### src/rtl/sdd_pkg.sv
package sdd_pkg;

    typedef enum logic {
        RUN_IDLE   = 1'b0,
        RUN_ACTIVE = 1'b1
    } run_state_e;

    typedef struct packed {
        logic run;
        logic accept;
        logic tick;
        logic clr;
    } rate_ctrl_t;

    function automatic int acc_bits(input int order, input int lg);
        return order * lg + 2;
    endfunction

    function automatic int ratio_bits(input int lg);
        return lg + 1;
    endfunction

endpackage

### src/rtl/sdd_rate_ctrl.sv
module sdd_rate_ctrl
    import sdd_pkg::*;
#(
    parameter int LG = 12,
    parameter int RW = 13
) (
    input  logic          clk,
    input  logic          rst,
    input  logic          start,
    input  logic [RW-1:0] ratio_in,
    input  logic          bit_valid,
    output rate_ctrl_t    ctrl
);
    localparam logic [RW-1:0] R_MIN = RW'(2);
    localparam logic [RW-1:0] R_MAX = RW'(1) << LG;

    run_state_e    st_q;
    logic [RW-1:0] ratio_q;
    logic [RW-1:0] ratio_eff;
    logic [RW-1:0] cnt_q;
    logic          last;

    always_comb begin
        if (ratio_in < R_MIN)      ratio_eff = R_MIN;
        else if (ratio_in > R_MAX) ratio_eff = R_MAX;
        else                       ratio_eff = ratio_in;
    end

    always_comb begin
        ctrl.run    = (st_q == RUN_ACTIVE);
        ctrl.clr    = start;
        ctrl.accept = ctrl.run && bit_valid && !start;
        last        = (cnt_q == ratio_q - RW'(1));
        ctrl.tick   = ctrl.accept && last;
    end

    always_ff @(posedge clk) begin
        if (rst) begin
            st_q    <= RUN_IDLE;
            ratio_q <= R_MIN;
            cnt_q   <= '0;
        end else if (start) begin
            st_q    <= RUN_ACTIVE;
            ratio_q <= ratio_eff;
            cnt_q   <= '0;
        end else if (ctrl.accept) begin
            cnt_q <= last ? '0 : cnt_q + RW'(1);
        end
    end

    // the period counter never reaches the latched ratio
    a_r5_cnt_bound: assert property (@(posedge clk) disable iff (rst)
        ctrl.run |-> (cnt_q < ratio_q));

    // the latched ratio moves only on start
    a_r7_ratio_hold: assert property (@(posedge clk) disable iff (rst)
        (ctrl.run && !start) |=> $stable(ratio_q));

    // the effective ratio stays inside the clamp range
    a_r8_ratio_range: assert property (@(posedge clk) disable iff (rst)
        ctrl.run |-> (ratio_q >= R_MIN && ratio_q <= R_MAX));

endmodule

### src/rtl/sdd_integ.sv
module sdd_integ #(
    parameter int ORDER = 2,
    parameter int W     = 26
) (
    input  logic         clk,
    input  logic         rst,
    input  logic         clr,
    input  logic         en,
    input  logic         bit_in,
    output logic [W-1:0] sum_next
);
    logic [W-1:0] acc_q [ORDER];
    logic [W-1:0] nxt   [ORDER];
    logic [W-1:0] x_pm;

    // +1 for a one, -1 (all ones in two's complement) for a zero
    assign x_pm = bit_in ? W'(1) : '1;

    for (genvar k = 0; k < ORDER; k++) begin : g_stage
        if (k == 0) begin : g_first
            assign nxt[k] = acc_q[k] + x_pm;
        end else begin : g_rest
            assign nxt[k] = acc_q[k] + nxt[k-1];
        end

        always_ff @(posedge clk) begin
            if (rst || clr)
                acc_q[k] <= '0;
            else if (en)
                acc_q[k] <= nxt[k];
        end
    end

    assign sum_next = nxt[ORDER-1];

endmodule

### src/rtl/sdd_comb.sv
module sdd_comb #(
    parameter int ORDER = 2,
    parameter int W     = 26
) (
    input  logic                clk,
    input  logic                rst,
    input  logic                clr,
    input  logic                en,
    input  logic [W-1:0]        din,
    output logic signed [W-1:0] dout,
    output logic                dvalid
);
    localparam int DW = $clog2(ORDER) + 1;

    logic [W-1:0]  d      [ORDER+1];
    logic [W-1:0]  prev_q [ORDER];
    logic [DW-1:0] dcnt_q;
    logic          primed;

    assign d[0]   = din;
    assign primed = (dcnt_q == DW'(ORDER - 1));

    for (genvar k = 0; k < ORDER; k++) begin : g_diff
        assign d[k+1] = d[k] - prev_q[k];

        always_ff @(posedge clk) begin
            if (rst || clr)
                prev_q[k] <= '0;
            else if (en)
                prev_q[k] <= d[k];
        end
    end

    always_ff @(posedge clk) begin
        if (rst || clr) begin
            dcnt_q <= '0;
            dvalid <= 1'b0;
            dout   <= '0;
        end else begin
            dvalid <= 1'b0;
            if (en) begin
                if (primed) begin
                    dvalid <= 1'b1;
                    dout   <= $signed(d[ORDER]);
                end else begin
                    dcnt_q <= dcnt_q + DW'(1);
                end
            end
        end
    end

    // a sample is emitted only once the warm-up results are discarded
    a_r6_primed_before_out: assert property (@(posedge clk) disable iff (rst)
        dvalid |-> (dcnt_q == DW'(ORDER - 1)));

endmodule

### src/rtl/sdd_decimator.sv
module sdd_decimator
    import sdd_pkg::*;
#(
    parameter int OSR_LOG2_MAX = 12,
    parameter int ORDER        = 2,
    localparam int RW = ratio_bits(OSR_LOG2_MAX),
    localparam int W  = acc_bits(ORDER, OSR_LOG2_MAX)
) (
    input  logic                clk,
    input  logic                rst,
    input  logic                start,
    input  logic [RW-1:0]       ratio,
    input  logic                bit_in,
    input  logic                bit_valid,
    output logic signed [W-1:0] sample_out,
    output logic                sample_valid
);
    rate_ctrl_t   ctrl;
    logic [W-1:0] integ_sum;

    sdd_rate_ctrl #(.LG(OSR_LOG2_MAX), .RW(RW)) u_rate (
        .clk       (clk),
        .rst       (rst),
        .start     (start),
        .ratio_in  (ratio),
        .bit_valid (bit_valid),
        .ctrl      (ctrl)
    );

    sdd_integ #(.ORDER(ORDER), .W(W)) u_integ (
        .clk      (clk),
        .rst      (rst),
        .clr      (ctrl.clr),
        .en       (ctrl.accept),
        .bit_in   (bit_in),
        .sum_next (integ_sum)
    );

    sdd_comb #(.ORDER(ORDER), .W(W)) u_comb (
        .clk    (clk),
        .rst    (rst),
        .clr    (ctrl.clr),
        .en     (ctrl.tick),
        .din    (integ_sum),
        .dout   (sample_out),
        .dvalid (sample_valid)
    );

    // no output before the first start
    a_r2_idle_quiet: assert property (@(posedge clk) disable iff (rst)
        !ctrl.run |-> !sample_valid);

    // the output strobe lasts a single cycle
    a_r5_single_pulse: assert property (@(posedge clk) disable iff (rst)
        sample_valid |=> !sample_valid);

    // a start is never followed by an output in the next cycle
    a_r6_start_quiet: assert property (@(posedge clk) disable iff (rst)
        start |=> !sample_valid);

endmodule

### config.mk
export PLATFORM = sky130hd
export DESIGN_NAME = sdd_decimator
export DESIGN_NICKNAME = d
export VERILOG_FILES = /design/src/rtl/sdd_pkg.sv /design/src/rtl/sdd_rate_ctrl.sv /design/src/rtl/sdd_integ.sv /design/src/rtl/sdd_comb.sv /design/src/rtl/sdd_decimator.sv
export SDC_FILE = /design/constraint.sdc
export NUM_CORES = 1
export LEC_CHECK = 0
export BUFFER_PORTS_ARGS = -buffer_cell sky130_fd_sc_hd__buf_2
export CORE_ASPECT_RATIO = 0.6
export CORE_MARGIN = 3
export CORE_UTILIZATION = 45
export DETAILED_ROUTE_END_ITERATION = 16
export GPL_ROUTABILITY_DRIVEN = 1
export PLACE_DENSITY_LB_ADDON = 0.05
export SLEW_MARGIN = 40
export SYNTH_ARGS = -nofsm -noshare
export SYNTH_HDL_FRONTEND = slang
export SYNTH_SLANG_ARGS = --single-unit
export TNS_END_PERCENT = 20
### constraint.sdc
create_clock -name clk -period 15.68 [get_ports clk]
set_input_delay 2.352 -clock clk [delete_from_list [all_inputs] [get_ports clk]]
set_output_delay 2.352 -clock clk [all_outputs]
set_load 0.1 [all_outputs]
# Word level (Yosys, flattened, before mapping)
# Memory sizes are Yosys's and may differ from the RTL's.
# Index checks and enable logic that the tools add are counted.
# W data, S select, Z words.
# word_totals
reg_bits	56
wordCells	51
input_bits	18
memories	2
ram_bits	104
out_inout_bits	27
# mem_list
name	depth	word_bits	read_ports	rd_ports_with_merged_regs	wr	line	rtl
u_comb.prev_q	2	26	2	0	2	sdd_comb.sv:16	logic [W-1:0] prev_q [ORDER];
u_integ.acc_q	2	26	2	0	2	sdd_integ.sv:12	logic [W-1:0] acc_q [ORDER];
# classes
n_mux	17
add_sub_neg	7
n_eq_ne	2
n_reduce_logical	9
order_cmp	2
bitwise	6
# op_table
cell	count
$mux W26	5
$add A26 B26 Y26	2
$sub A26 B26 Y26	2
$mux W13	3
$add A13 B1 Y13 const B	1
$eq A13 B13 Y1	1
$gt A13 B13 Y1 const B	1
$lt A13 B2 Y1 const B	1
$sub A13 B1 Y13 const B	1
$mux W1	9
$or A1 B1 Y1	4
$reduce_and A2 Y1	2
$reduce_or A2 Y1	2
$logic_and A1 B1 Y1	3
$add A2 B1 Y2 const B	1
$eq A2 B1 Y1 const B	1
$not A1 Y1	2
$logic_not A1 Y1	1
$logic_or A1 B1 Y1	1

# Logic depth before layout (Yosys ltp)
# logic_depth
ltp_word	7
depth_mapped	36
mapped_depth_nobuf	36

# Hierarchy
# From an unflattened synthesis, not the netlist that was laid out.
# unflattened
hier_cells	1357
area_unflattened_um2	12097.9
# by_module_without_submodules
module	cells_per_inst	n_inst	seq_area_each_um2	area_each_um2
sdd_comb	621	1	2142.1	5536.6
sdd_integ	538	1	1561.5	4919.7
sdd_rate_ctrl	198	1	540.5	1641.6

# Worst setup path before layout
# OpenSTA, ideal clock, no wires.
# synth_path
path_kind	input port to flip-flop
from	input port bit_in
to	register u_comb.dout[25]
setup_slack_ps	6606
t_arrival_ps	8994
stages	33
cell_sequence	inv_1 > ha_1 > a21o_1 > a21oi_1 > o21a_1 > nor2_1 > a21oi_1 > xnor2_1 > ha_1 > o211ai_1 > nor2_1 > a21boi_0 > a31o_2 > a221o_1 > a21o_1 > a21oi_1 > xor2_1 > inv_1 > ha_1 > a2111oi_0 > a21oi_1 > a21o_1 > xor2_1 > ha_1 > a21o_1 > a21oi_1 > o21ai_0 > o41ai_1 > o21ai_0 > a21oi_1 > xnor2_1 > xnor2_1 > a211oi_2
# synth_lines
item	line	rtl
start: declaration	sdd_decimator.sv:13	input logic bit_in,
end signal: assignment	sdd_comb.sv:44	dout <= $signed(d[ORDER]);
end: declaration	sdd_comb.sv:10	output logic signed [W-1:0] dout,

==> run_results.csv <==
group,metric,value,unit
outcome,status,"finished clean",
synthesis,synth_nets,1286,
synthesis,synth_fa_ha_area_frac,0.128,
clock_tree,cts_sinks,160,
global_route,grt_max_degree,64,
setup_path,cp-end-kind,"flip-flop",
die,fp.coreArea,23500,um^2
pwr,comb_power_share,0.583,
setup_path,path_max_fanout,25,
route,num_vias,8264,
timing,post-route-period-util,0.613,
placement,dp_hpwl,19300,um
clock_tree,clockBufferDepth,2,
hold_path,min_to,"u_comb.dout[20]$_SDFFE_PP0P_",
clock_tree,cts_buffers,17,
setup_path,reg2reg_depth,31,
timing,worst_pin_slew,0.736,ns
pwr,vdd_drop_max,89.6,uV
timing,rsz0062_at_grt,"no",
route,route.met3.wl,1320,um
pwr,power_density,171,nW/um^2
synthesis,synth-seq-cells,160,
setup_path,worstPathArrival,9.97,ns
synthesis,synth_flop_cell,"edfxtp_1",
synthesis,synth-xor-area-share,0.0963,
synthesis,yosysWarnings,0,
placement,gp_congestion,0.909,
final_layout,diodes,0,
timing,setup_ws,6.07,ns
synthesis,synth_edf_count,104,
final_layout,drive_gt1_frac,0.0855,
global_route,grtUsageTotal,0.202,
route,drt_iter0_drc,491,
final_layout,fin_area,12100,um^2
final_layout,syn_to_final_growth,10.1,%
final_layout,final_nets,1331,
setup_path,cp.required,16.04,ns
global_route,antenna_found_initial,0,
synthesis,yosysSeqAreaShare,0.387,
die,rows,43,
setup_path,regToRegSetupSlack,7.88,ns
setup_path,worstSetupPathType,"in -> reg",
die,die_area,26400,um^2
synthesis,ys_types,66,
synthesis,synth_compound_area_frac,0.169,
run,drv_cap,0,
clock_tree,cts_hold_buf,0,
hold_path,hold_start,"u_comb.dout[20]$_SDFFE_PP0P_",
timing,relSlewSlack,0.509,
clock_tree,cts_tree,"yes",
pwr,p_leak,5.33,nW
clock_tree,cts_resized,0,
route,drc_errors,0,
setup_path,cpPeakStageDelay,0.48,ns
placement,placed_area,11500,um^2
route,drtPass1Iterations,5,
synthesis,synth.mux.area_fraction,0.0211,
synthesis,syn_area_per_cell,9.48,um^2
placement,post-place-ws,5.68,ns
route,routedWlPerCell,16.9,um
timing,fin_crit,9.61,ns
die,pin_count,45,
synthesis,syn_area,11000,um^2
timing,fin_tns_setup,0,ns
route,wirelength_met1,14700,um
final_layout,fin_util,0.514,
final_layout,final_cells,1531,
route,dr.max_layer_used,"met4",
global_route,overflow,0,
route,ant_nets,0,
hold_path,hold_path_depth,2,
timing,hold_viol_final,0,
placement,portBuffers,44,
timing,slew_violations,0,
pwr,intPower,1.18,mW
route,routed_wirelength,25900,um
placement,dp_cells,1499,
route,avgViaCountPerCell,5.40,
pwr,switchingPower,0.891,mW
clock_tree,h-tree-depth,4,
setup_path,r2r_end,"u_comb.dout[25]$_SDFFE_PP0P_",
setup_path,start_kind,"input pin",
hold_path,hp-class,"reg -> reg",
setup_path,crit_path_frequent_cell,"a21oi_1",
global_route,grt_first_pass_wirelength,42500,um
global_route,grt_pass1_vias,7748,
pwr,clkPwrFrac,0.188,
die,start_util,0.467,
clock_tree,clock_latency,0.45,ns
setup_path,startpoint,"bit_in",
synthesis,syn_inst,1158,
synthesis,synth-async-reset-ratio,0,
clock_tree,cts_root_buf,"clkbuf_16",
pwr,p_seq_frac,0.229,
timing,clock.fmax,104,MHz
timing,setup_viol,0,
route,wl_met2,9730,um
setup_path,rr_startpoint,"u_integ.acc_q[0][0]$_SDFFCE_PN0P_",
die,die_x,208,um
synthesis,synth_top_family_by_area,"compound AO/OA/AOI/OAI gates",
clock_tree,cts_setup_buffers,0,
setup_path,cp_slowest_cell,"fa_1",
clock_tree,path_clk_slew,0.07,ns
timing,skew,0.0119,ns
synthesis,synthSimpleGateAreaFrac,0.155,
pwr,p_sw_frac,0.431,
die,die_h,127,um
-- metal layers --
| layer | global-route usage | vias to the layer above |
|---|---|---|
| li1 | - | 4212 |
| met4 | 0.0495 | 0 |
| met1 | 0.332 | 3877 |
| met2 | 0.262 | 161 |
| met3 | 0.0420 | 14 |
| met5 | 0 | - |
-- area by class of cell --
cell class	count	area, um^2
Tap cell	315	394
Sequential cell	160	4240
Multi-Input combinational cell	872	6270
Inverter	102	383
Timing Repair Buffer	50	269
Clock inverter	6	33.8
Fill cell	2181	11400
Clock buffer	26	497
-- metrics by stage --
stage                     total power, mW  hold WS [ns]
after floorplan                      1.39         0.456
after global placement               1.68         0.468
after detailed placement             1.68         0.468
after CTS                            2.07         0.478
after global routing                 2.23         0.510
final                                2.07         0.477
-- power groups by stage --
stage                     sequential (mW)  combinational [mW]  clock (mW)
after floorplan                     0.479               0.912           0
after global placement              0.482                1.20           0
after detailed placement            0.482                1.19           0
after CTS                           0.473                1.20       0.399
after global routing                0.475                1.34       0.417
final                               0.473                1.21       0.389
-- registers in the layout (all words and copies together) (netlist names) --
name / flops
u_comb.prev_q: 52
u_integ.acc_q: 52
u_comb.dout: 26
u_rate.cnt_q: 13
u_rate.ratio_q: 13
u_comb.dcnt_q: 2
u_comb.dvalid: 1
u_rate.st_q: 1
-- Yosys cell counts (3+ instances only) --
library cell | number | area (um^2)
nor2_1 | 141 | 529
ha_1 | 106 | 1330
edfxtp_1 | 104 | 3120
inv_1 | 102 | 383
a21oi_1 | 85 | 425
xnor2_1 | 70 | 613
dfxtp_1 | 56 | 1120
a21o_1 | 52 | 390
xor2_1 | 47 | 412
nand2_1 | 46 | 173
o21ai_0 | 40 | 200
and3_1 | 39 | 244
and2_1 | 27 | 169
mux2i_1 | 22 | 220
nor3_1 | 22 | 110
clkbuf_1 | 19 | 71.3
nor2b_1 | 17 | 106
o21bai_1 | 15 | 113
nand3_1 | 12 | 60.1
a22o_1 | 11 | 96.3
nand2b_1 | 11 | 68.8
nand4_1 | 11 | 68.8
a31oi_1 | 9 | 56.3
o21a_1 | 9 | 67.6
a211oi_1 | 6 | 45.0
nor4_1 | 5 | 31.3
o211ai_1 | 5 | 37.5
o31ai_1 | 5 | 37.5
a211o_1 | 4 | 35.0
and4_1 | 4 | 35.0
fa_1 | 4 | 80.1
a221oi_1 | 3 | 26.3
nor3b_1 | 3 | 22.5
o31a_1 | 3 | 26.3
or2_2 | 3 | 18.8
or3_1 | 3 | 18.8
-- worst max-delay path: cells and delay by family --
kind,cells,cell delay (ns)
AOI/OAI and AO/OA,20,4.59
xor gates and xnor gates,5,0.94
adders and majority gates,4,1.52
buffers and inverters,4,0.43
and+or+nand+nor,1,0.08
-- placed cells by master, fill, tap and decap left out, drive strengths merged, types with 26 or more instances in the layout --
| cell type | Yosys | layout |
|---|---|---|
| nor2 | 141 | 141 |
| ha | 106 | 106 |
| inv | 102 | 105 |
| edfxtp | 104 | 104 |
| a21oi | 85 | 85 |
| xnor2 | 72 | 72 |
| dfxtp | 56 | 56 |
| a21o | 53 | 53 |
| buf | 5 | 50 |
| xor2 | 47 | 47 |
| nand2 | 46 | 46 |
| o21ai | 41 | 41 |
| and3 | 39 | 39 |
| and2 | 28 | 28 |
| clkbuf | 19 | 26 |
-- worst max path at each step --
stage	slack, ns	end	depth (start not counted)
2_1_floorplan	6.61	u_comb.dout[25]$_SDFFE_PP0P_	33
3_3_place_gp	5.85	u_comb.dout[25]$_SDFFE_PP0P_	35
3_5_place_dp	5.68	u_comb.dout[25]$_SDFFE_PP0P_	34
4_1_cts	6.12	u_comb.dout[25]$_SDFFE_PP0P_	34
5_1_grt	5.42	u_comb.dout[25]$_SDFFE_PP0P_	35
6_report	6.07	u_comb.dout[25]$_SDFFE_PP0P_	34
-- cell families (layout without fill, tap and decap cells) --
kind of cell	after synthesis	count (layout)
multiplexers	23	23
AND/OR/NAND/NOR	348	348
XOR/XNOR	119	119
flip-flops	160	160
AO/OA/AOI/OAI	272	272
adder cells (fa/ha/maj)	110	110
buffers and inverters	126	184
Power figures use the tool's default switching activity.
